**config.mk**
```make
export PLATFORM = sky130hd
export DESIGN_NAME = q15_dual_mul
export DESIGN_NICKNAME = d
export VERILOG_FILES = /design/src/rtl/q15m_pkg.sv /design/src/rtl/q15m_decode.sv /design/src/rtl/q15m_lane.sv /design/src/rtl/q15m_pack.sv /design/src/rtl/q15_dual_mul.sv
export SDC_FILE = /design/constraint.sdc
export NUM_CORES = 2
export LEC_CHECK = 0
export BUFFER_PORTS_ARGS = -buffer_cell sky130_fd_sc_hd__buf_4
export CAP_MARGIN = 20
export CORE_MARGIN = 1
export CORE_UTILIZATION = 57
export CTS_CLUSTER_DIAMETER = 60
export CTS_CLUSTER_SIZE = 10
export DETAILED_ROUTE_END_ITERATION = 12
export PLACE_DENSITY = 0.83
export SETUP_SLACK_MARGIN = 0.02
export SLEW_MARGIN = 10
export SYNTH_ARGS = -nofsm -noshare
export SYNTH_HDL_FRONTEND = slang
export SYNTH_SLANG_ARGS = --single-unit
```
**constraint.sdc**
```tcl
create_clock -name clk -period 8.8 [get_ports clk]
set_input_delay 0.88 -clock clk [delete_from_list [all_inputs] [get_ports clk]]
set_output_delay 0.88 -clock clk [all_outputs]
set_load 0.005 [all_outputs]
```
**src/rtl/q15m_pkg.sv**
```systemverilog
package q15m_pkg;

    localparam int WORD_W   = 32;
    localparam int HALF_W   = 16;
    localparam int IDX_W    = 4;
    localparam int LANES    = 2;

    // instruction field positions
    localparam int SUB_LSB  = 24;
    localparam int PAIR_LSB = 22;
    localparam int IDXB_LSB = 18;
    localparam int IDXA_LSB = 6;

    // control word bits
    localparam int CTRL_RND_BIT  = 1;
    localparam int CTRL_BIAS_BIT = 2;

    localparam logic [WORD_W-1:0] RND_ADD  = WORD_W'(1) << (HALF_W - 1);
    localparam logic [HALF_W:0]   TIE_PAT  = (HALF_W + 1)'(1) << (HALF_W - 1);

    typedef logic [WORD_W-1:0] word_t;
    typedef logic [HALF_W-1:0] half_t;
    typedef logic [IDX_W-1:0]  idx_t;

    typedef enum logic [1:0] {
        K_PLAIN  = 2'd0,
        K_PACKED = 2'd1,
        K_SPLIT  = 2'd2,
        K_BAD    = 2'd3
    } kind_e;

    typedef struct packed {
        kind_e      kind;
        logic [1:0] pair;
        idx_t       idx_a;
        idx_t       idx_b;
    } op_t;

    typedef struct packed {
        logic rnd_on;
        logic force_bias;
    } rnd_cfg_t;

    function automatic word_t sext_half(input half_t h);
        return {{(WORD_W - HALF_W){h[HALF_W-1]}}, h};
    endfunction

    // rounding of a doubled lane value; wraps modulo 2^WORD_W
    function automatic word_t round_lane(input word_t dbl, input kind_e k,
                                         input rnd_cfg_t c);
        if (!c.rnd_on)
            return dbl;
        if (k != K_PACKED || c.force_bias)
            return dbl + RND_ADD;
        if (dbl[HALF_W:0] == TIE_PAT)
            return dbl;
        return dbl + RND_ADD;
    endfunction

endpackage

```
**src/rtl/q15m_decode.sv**
```systemverilog
module q15m_decode
    import q15m_pkg::*;
(
    input  logic  frac_grp,
    input  word_t insn,
    output op_t   op
);
    logic [1:0] sub;
    logic       unused_insn;

    assign sub         = insn[SUB_LSB +: 2];
    assign unused_insn = ^{insn[WORD_W-1:SUB_LSB+2],
                           insn[IDXB_LSB-1:IDXA_LSB+IDX_W],
                           insn[IDXA_LSB-1:0]};

    always_comb begin
        op.pair  = insn[PAIR_LSB +: 2];
        op.idx_a = insn[IDXA_LSB +: IDX_W];
        op.idx_b = insn[IDXB_LSB +: IDX_W];
        if (!frac_grp) begin
            op.kind = K_PLAIN;
        end else begin
            unique case (sub)
                2'd0:    op.kind = K_PACKED;
                2'd1:    op.kind = K_SPLIT;
                default: op.kind = K_BAD;
            endcase
        end
    end
endmodule

```
**src/rtl/q15m_lane.sv**
```systemverilog
module q15m_lane
    import q15m_pkg::*;
(
    input  half_t    a_hi,
    input  half_t    a_lo,
    input  half_t    b_half,
    input  logic     pick_lo,
    input  kind_e    kind,
    input  rnd_cfg_t cfg,
    output word_t    res
);
    word_t a_ext;
    word_t b_ext;
    word_t prod;
    word_t dbl;

    assign a_ext = sext_half(pick_lo ? a_lo : a_hi);
    assign b_ext = sext_half(b_half);
    assign prod  = a_ext * b_ext;
    assign dbl   = prod << 1;

    always_comb begin
        if (kind == K_PLAIN)
            res = prod;
        else
            res = round_lane(dbl, kind, cfg);
    end
endmodule

```
**src/rtl/q15m_pack.sv**
```systemverilog
module q15m_pack
    import q15m_pkg::*;
(
    input  kind_e kind,
    input  word_t lane0,
    input  word_t lane1,
    output logic  bad,
    output logic  a_en,
    output logic  b_en,
    output word_t a_data,
    output word_t b_data
);
    always_comb begin
        bad    = 1'b0;
        a_en   = 1'b1;
        b_en   = 1'b1;
        a_data = lane0;
        b_data = lane1;
        unique case (kind)
            K_PACKED: begin
                b_en   = 1'b0;
                a_data = {lane0[WORD_W-1:HALF_W], lane1[WORD_W-1:HALF_W]};
                b_data = '0;
            end
            K_BAD: begin
                bad    = 1'b1;
                a_en   = 1'b0;
                b_en   = 1'b0;
                a_data = '0;
                b_data = '0;
            end
            default: ;
        endcase
    end
endmodule

```
**src/rtl/q15_dual_mul.sv**
```systemverilog
module q15_dual_mul
    import q15m_pkg::*;
(
    input  logic              clk,
    input  logic              rst,
    input  logic              start,
    input  logic              frac_grp,
    input  logic [31:0]       insn,
    input  logic [31:0]       src_a,
    input  logic [31:0]       src_b,
    input  logic [31:0]       ctrl,
    output logic              done,
    output logic              reserved,
    output logic              wr_a_en,
    output logic [3:0]        wr_a_idx,
    output logic [31:0]       wr_a_data,
    output logic              wr_b_en,
    output logic [3:0]        wr_b_idx,
    output logic [31:0]       wr_b_data
);
    op_t      op;
    rnd_cfg_t cfg;
    word_t    lane_res [LANES];
    logic     bad_c, a_en_c, b_en_c;
    word_t    a_data_c, b_data_c;
    logic     unused_ctrl;

    assign cfg.rnd_on     = ctrl[CTRL_RND_BIT];
    assign cfg.force_bias = ctrl[CTRL_BIAS_BIT];
    assign unused_ctrl    = ^{ctrl[WORD_W-1:CTRL_BIAS_BIT+1],
                              ctrl[CTRL_RND_BIT-1:0]};

    q15m_decode u_dec (
        .frac_grp (frac_grp),
        .insn     (insn),
        .op       (op)
    );

    for (genvar l = 0; l < LANES; l++) begin : g_lane
        half_t b_sel;
        logic  pick;
        if (l == 0) begin : g_first
            assign b_sel = src_b[WORD_W-1:HALF_W];
            assign pick  = op.pair[0];
        end else begin : g_second
            assign b_sel = src_b[HALF_W-1:0];
            assign pick  = ~op.pair[1];
        end
        q15m_lane u_lane (
            .a_hi    (src_a[WORD_W-1:HALF_W]),
            .a_lo    (src_a[HALF_W-1:0]),
            .b_half  (b_sel),
            .pick_lo (pick),
            .kind    (op.kind),
            .cfg     (cfg),
            .res     (lane_res[l])
        );
    end

    q15m_pack u_pack (
        .kind   (op.kind),
        .lane0  (lane_res[0]),
        .lane1  (lane_res[1]),
        .bad    (bad_c),
        .a_en   (a_en_c),
        .b_en   (b_en_c),
        .a_data (a_data_c),
        .b_data (b_data_c)
    );

    always_ff @(posedge clk) begin
        if (rst) begin
            done      <= 1'b0;
            reserved  <= 1'b0;
            wr_a_en   <= 1'b0;
            wr_b_en   <= 1'b0;
            wr_a_idx  <= '0;
            wr_b_idx  <= '0;
            wr_a_data <= '0;
            wr_b_data <= '0;
        end else begin
            done     <= start;
            reserved <= start & bad_c;
            wr_a_en  <= start & a_en_c;
            wr_b_en  <= start & b_en_c;
            if (start) begin
                wr_a_idx  <= op.idx_a;
                wr_b_idx  <= op.idx_b;
                wr_a_data <= a_data_c;
                wr_b_data <= b_data_c;
            end
        end
    end
endmodule

```
# Word level (Yosys, flattened, before mapping)
# Index checks and enable logic that the tools add are counted.
# Widths: inputs -> output; s select.
dict set report word_totals {
  reg_bits 76
  latch_bits 0
  mem_bits_rw 0
  mem_bits_ro 0
  out_inout_bits 76
  word_cells 61
  memories 0
}
dict set report op_classes {
  n_addsub 2
  multipliers 2
  div 0
  magnitude_cmp 0
  n_eq_ne 6
  n_shift 0
  mux 36
  bitwise 3
  n_reduce_logical 4
}
# cell count
set op_table {}
lappend op_table {{$mux 32} 15}
lappend op_table {{$add 32x16->32 const B} 2}
lappend op_table {{$mul 16x16->32} 2}
lappend op_table {{$pmux 32 s2} 1}
lappend op_table {{$eq 16x15->1 const B} 2}
lappend op_table {{$mux 16} 2}
lappend op_table {{$mux 1} 16}
lappend op_table {{$eq 2x1->1 const B} 2}
lappend op_table {{$logic_not 2->1} 2}
lappend op_table {{$pmux 2 s2} 1}
lappend op_table {{$and 1x1->1} 3}
lappend op_table {{$eq 2x2->1 const B} 1}
lappend op_table {{$mux 2} 1}
lappend op_table {{$ne 2x1->1 const B} 1}
lappend op_table {{$reduce_or 2->1} 1}
lappend op_table {{$logic_or 1x1->1} 1}

# Depth between registers and ports, before layout
dict set report logic_depth {
  depth_word 16
  depth_mapped 35
  ltp_nobuf 32
}

# By module
# From an unflattened synthesis, not the netlist that was laid out.
dict set report unflattened {
  cells_unflattened 2935
  hier_area_um2 25832.3
}
# module n_inst cells_each area_each_um2 seq_area_each_um2
set modules_own_cells {}
lappend modules_own_cells {{q15m_lane (g_lane[1].u_lane)} 1 1294 11268.3 0.0}
lappend modules_own_cells {{q15m_lane (g_lane[0].u_lane)} 1 1312 11205.7 0.0}
lappend modules_own_cells {q15_dual_mul 1 241 2741.4 1521.5}
lappend modules_own_cells {q15m_pack 1 75 523.0 0.0}
lappend modules_own_cells {q15m_decode 1 13 93.8 0.0}

# Least setup slack after synthesis
# Ideal clock, no wire load.
dict set report synth_timing {
  kind {input to register}
  from {input port insn[22]}
  to {register wr_a_data[26]}
  arrival_time_ps 8442
  required_time_ps 8663
  path_slack_ps 222
  cell_stages 30
  n_path_buf 3
  cell_sequence {clkbuf_1 -> clkbuf_1 -> mux2_2 -> clkbuf_1 -> and2_1 -> fa_1 -> inv_1 -> fa_1 -> fa_1 -> fa_1 -> inv_1 -> fa_1 -> inv_1 -> fa_1 -> inv_1 -> ha_1 -> a21oi_1 -> o21ai_0 -> a31o_2 -> xor2_1 -> ha_1 -> nand3_1 -> or4_1 -> a211oi_1 -> a41oi_1 -> and4_1 -> nand3_1 -> nor2_1 -> xnor2_1 -> o221ai_1}
}
dict set report synth_via {
  elab_chain_cells 12
  elab_cells_between_ends 16
}
# item line
set synth_lines {}
lappend synth_lines {{start: declaration} q15_dual_mul.sv:8} ;# input logic [31:0] insn,
lappend synth_lines {{$mux 16 *} q15m_lane.sv:17} ;# assign a_ext = sext_half(pick_lo ? a_lo : a_hi);
lappend synth_lines {{$mul 16x16->32 *} q15m_lane.sv:19} ;# assign prod = a_ext * b_ext;
lappend synth_lines {{branches (longest 8 deep; another with $add 32x16->32)} --}
lappend synth_lines {{$mux 32 *} q15m_lane.sv:23} ;# if (kind == K_PLAIN)
lappend synth_lines {{$pmux 32 s2 *} q15m_pack.sv:19} ;# unique case (kind)
lappend synth_lines {{end signal: assignment} q15_dual_mul.sv:89} ;# wr_a_data <= a_data_c;
lappend synth_lines {{end: declaration} q15_dual_mul.sv:16} ;# output logic [31:0] wr_a_data,
# Every way passes the cells marked *. The select of a mux whose other input is x is not followed.
# A chain may end at the register's enable or synchronous reset.

# Worst setup path in the final report
# Same ends and word-level chain as after synthesis.

==> out/metrics.csv <==
metric,value,unit
status,"complete, no violations",
"Avg Cell Area, Syn",8.96,sq um
Filler cells,3379,
main combinational cell family by area after synthesis,adder cells,
M1 GR Usage,44.4,%
clk root buf,clkbuf_16,
total track usage,30.7,%
drt first pass iters,5,
Compound-Gate Fraction of Synth Area,8.76,%
"commonest non-fill, non-tap cells in the layout","inv_1, fa_1, nand2_1, and2_1, buf_4",
Die Area,0.0433,sq mm
Core Region,0.0419,sq mm
Synth Flop Type,dfxtp_1,
area grow syn2layout,8.81,%
CTS max path bufs,2,
Worst Skew,0,ns
Critical Path RT,9.00,ns
Die W,208,um
via count,19100,
endpoints failing hold,0,
share of layout cells above drive strength 1,10.2,%
Wirelength per Cell,18.6,um
Syn. warnings,0,
htree depth,3,
Initial Util,57.7,%
minimum clock period after layout,8.51,ns
RSZ-0062 raised after global routing,false,
Num CTS Buffers,9,
Rel. slew slack,27.1,%
gr ovfl total,0,
# rows,75,
Worst-Margin Slew,1.09,ns
multiplexer share of the synthesized area,2.61,%
die height,208,um
sequential-to-total area share from yosys stat,6.29,%
sum of negative setup slack,0,ns
Initial DRC Count,1395,
"EDFF count, synth",0,
"commonest non-fill, non-tap cell in the layout",inv_1,
global-route wire length before repair,107,mm
ANT nets after route,0,
max-cap violations,0,
CTS tree,done,
worst hold path type,flip-flop to flip-flop,
Clock transition at path regs,0.06,ns
initial antenna violation count,1,
CP Launch Type,primary input,
"Distinct cells, synth",82,
Final Max Tran Viols,0,
largest net degree at the start of global routing,70,
DP HPWL,52.1,mm
# port buffers,157,
final worst-path cycle share,96.7,%
syn nets,3524,
Setup CP Type,primary input to flip-flop,
drt via density,5.71,
Detailed Route WL,62.4,mm
global routing usage on met2,47.9,%
Post-synth ARST share,0,%
Critical Path AT,8.70,ns
# DRC,0,
# clock sinks,76,
Post-Synth XOR/XNOR Area,3.76,%
fmax,0.118,GHz
GRT met3 Usage,5.12,%
Synth Area in Adders,52.1,%
Post-Syn Area,0.0242,sq mm
global routing's busiest layer,met2,
Post-Route Utilization,62.8,%
setup violators final,0,
Max Fanout on Critical Path,16,
Final #Nets,3633,
gpl congestion,0.955,
# IOs,208,
Setup crit end kind,flip-flop,
vias in the first global route,20800,
Post-Synth Simple-Gate Area,15.7,%
post-synthesis register bit count,76,
Mapped Cells,2700,
clk_lat worst skew,0.33,ns
[routing by layer]
layer,part of all wire (%),wire length (um)
met5,0.013,8
met4,2.5,1550
met3,9.2,5770
met2,46,28500
met1,43,26600
[layout make-up]
cell class	count	area (sq um)	area share, %
well taps	539	674	2.56
inverters	592	2220	8.44
clock buffers	12	256	0.974
clock inverters	3	46.3	0.176
diodes	1	2.50	0.00951
repair buffers	204	1530	5.82
multi-input cells	1926	20100	76.2
flip-flops and latches	76	1520	5.78
[what timing repair did]
item                       in CTS  in global routing
setup endpoints to repair       0                  8
hold buffers                    0                  0
gates resized for setup         0                  3
setup buffers                   0                  0
[worst paths after layout]
| check | slack, ns | endpoint | start | cells after the start |
|---|---|---|---|---|
| worst min-delay path | 0.47 | wr_b_data[9]$_SDFFE_PP0P_ | wr_b_data[9]$_SDFFE_PP0P_ | 2 |
| worst max register to register | 7.98 | wr_a_data[19]$_SDFFE_PP0P_ | wr_a_data[19]$_SDFFE_PP0P_ | 3 |
| worst max-delay path | 0.29 | wr_a_data[26]$_SDFFE_PP0P_ | insn[22] | 28 |
| worst min register to register | 0.47 | wr_b_data[9]$_SDFFE_PP0P_ | wr_b_data[9]$_SDFFE_PP0P_ | 2 |
[worst max-delay path, stage by stage]
cell	delay (ns)
buf_4	0.20
mux2_2	0.47
and2_1	0.21
fa_1	0.54
inv_1	0.05
fa_1	0.47
fa_1	0.52
fa_1	0.57
inv_1	0.05
fa_1	0.48
inv_1	0.06
fa_1	0.51
inv_1	0.06
ha_1	0.37
a21oi_1	0.29
o21ai_0	0.23
a31o_2	0.27
xor2_1	0.22
ha_1	0.19
nand3_1	0.06
or4_1	0.54
a211oi_1	0.26
a41oi_1	0.25
and4_1	0.34
nand3_1	0.18
nor2_1	0.09
xnor2_1	0.16
o221ai_1	0.15
[metrics by stage]
step                      std cells  setup WS [ns]  area, sq um  hold slack, ns
after floorplan                2700          0.222        24200           0.449
after global placement         3337          0.242        26000           0.441
after detailed placement       3337          0.141        26000           0.451
after CTS                      3352          0.402        26300           0.468
after global routing           3352         0.0219        26300           0.493
final                          3353          0.293        26300           0.470
[synth_stat cells (all sizes together), types with 4 or more instances]
| library cell | instances | area share, % |
|---|---|---|
| a21oi | 81 | 1.7 |
| nand4 | 10 | 0.26 |
| a22o | 14 | 0.51 |
| and2 | 241 | 6.2 |
| a21o | 30 | 0.93 |
| a2111oi | 4 | 0.14 |
| nor2 | 81 | 1.3 |
| xor2 | 39 | 1.4 |
| buf | 6 | 0.12 |
| or3 | 6 | 0.20 |
| and3 | 6 | 0.16 |
| a211o | 4 | 0.14 |
| inv | 590 | 9.2 |
| a22oi | 10 | 0.31 |
| nor3 | 18 | 0.37 |
| mux2 | 31 | 1.4 |
| o22ai | 5 | 0.13 |
| fa | 524 | 43 |
| nand2 | 310 | 4.8 |
| dfxtp | 76 | 6.3 |
| nor2b | 20 | 0.52 |
| o211ai | 11 | 0.34 |
| o21ai | 72 | 1.5 |
| a311oi | 4 | 0.14 |
| o21a | 8 | 0.25 |
| or2 | 15 | 0.39 |
| a211oi | 11 | 0.34 |
| nand2b | 8 | 0.21 |
| a31oi | 7 | 0.18 |
| o21bai | 5 | 0.16 |
| and4 | 4 | 0.14 |
| o221ai | 10 | 0.36 |
| clkbuf | 100 | 1.6 |
| nand3 | 19 | 0.43 |
| nor4 | 5 | 0.18 |
| mux2i | 27 | 1.2 |
| ha | 168 | 8.7 |
| xnor2 | 64 | 2.3 |
| a31o | 6 | 0.22 |
[kinds of logic after synthesis]
logic type / Yosys count
xor+xnor: 103
buf+inv: 698
mux: 58
flops: 76
fa+ha+maj: 692
compound gates: 316
simple gates: 757
[registers in the layout, indices dropped and copies added, names as in the netlist]
name	cells
wr_a_data	32
wr_b_data	32
wr_a_idx	4
wr_b_idx	4
done	1
reserved	1
wr_a_en	1
wr_b_en	1
Power is left out: the tool's default activity adds up to more than one toggle a clock period on the data nets, which glitch-free logic cannot reach.
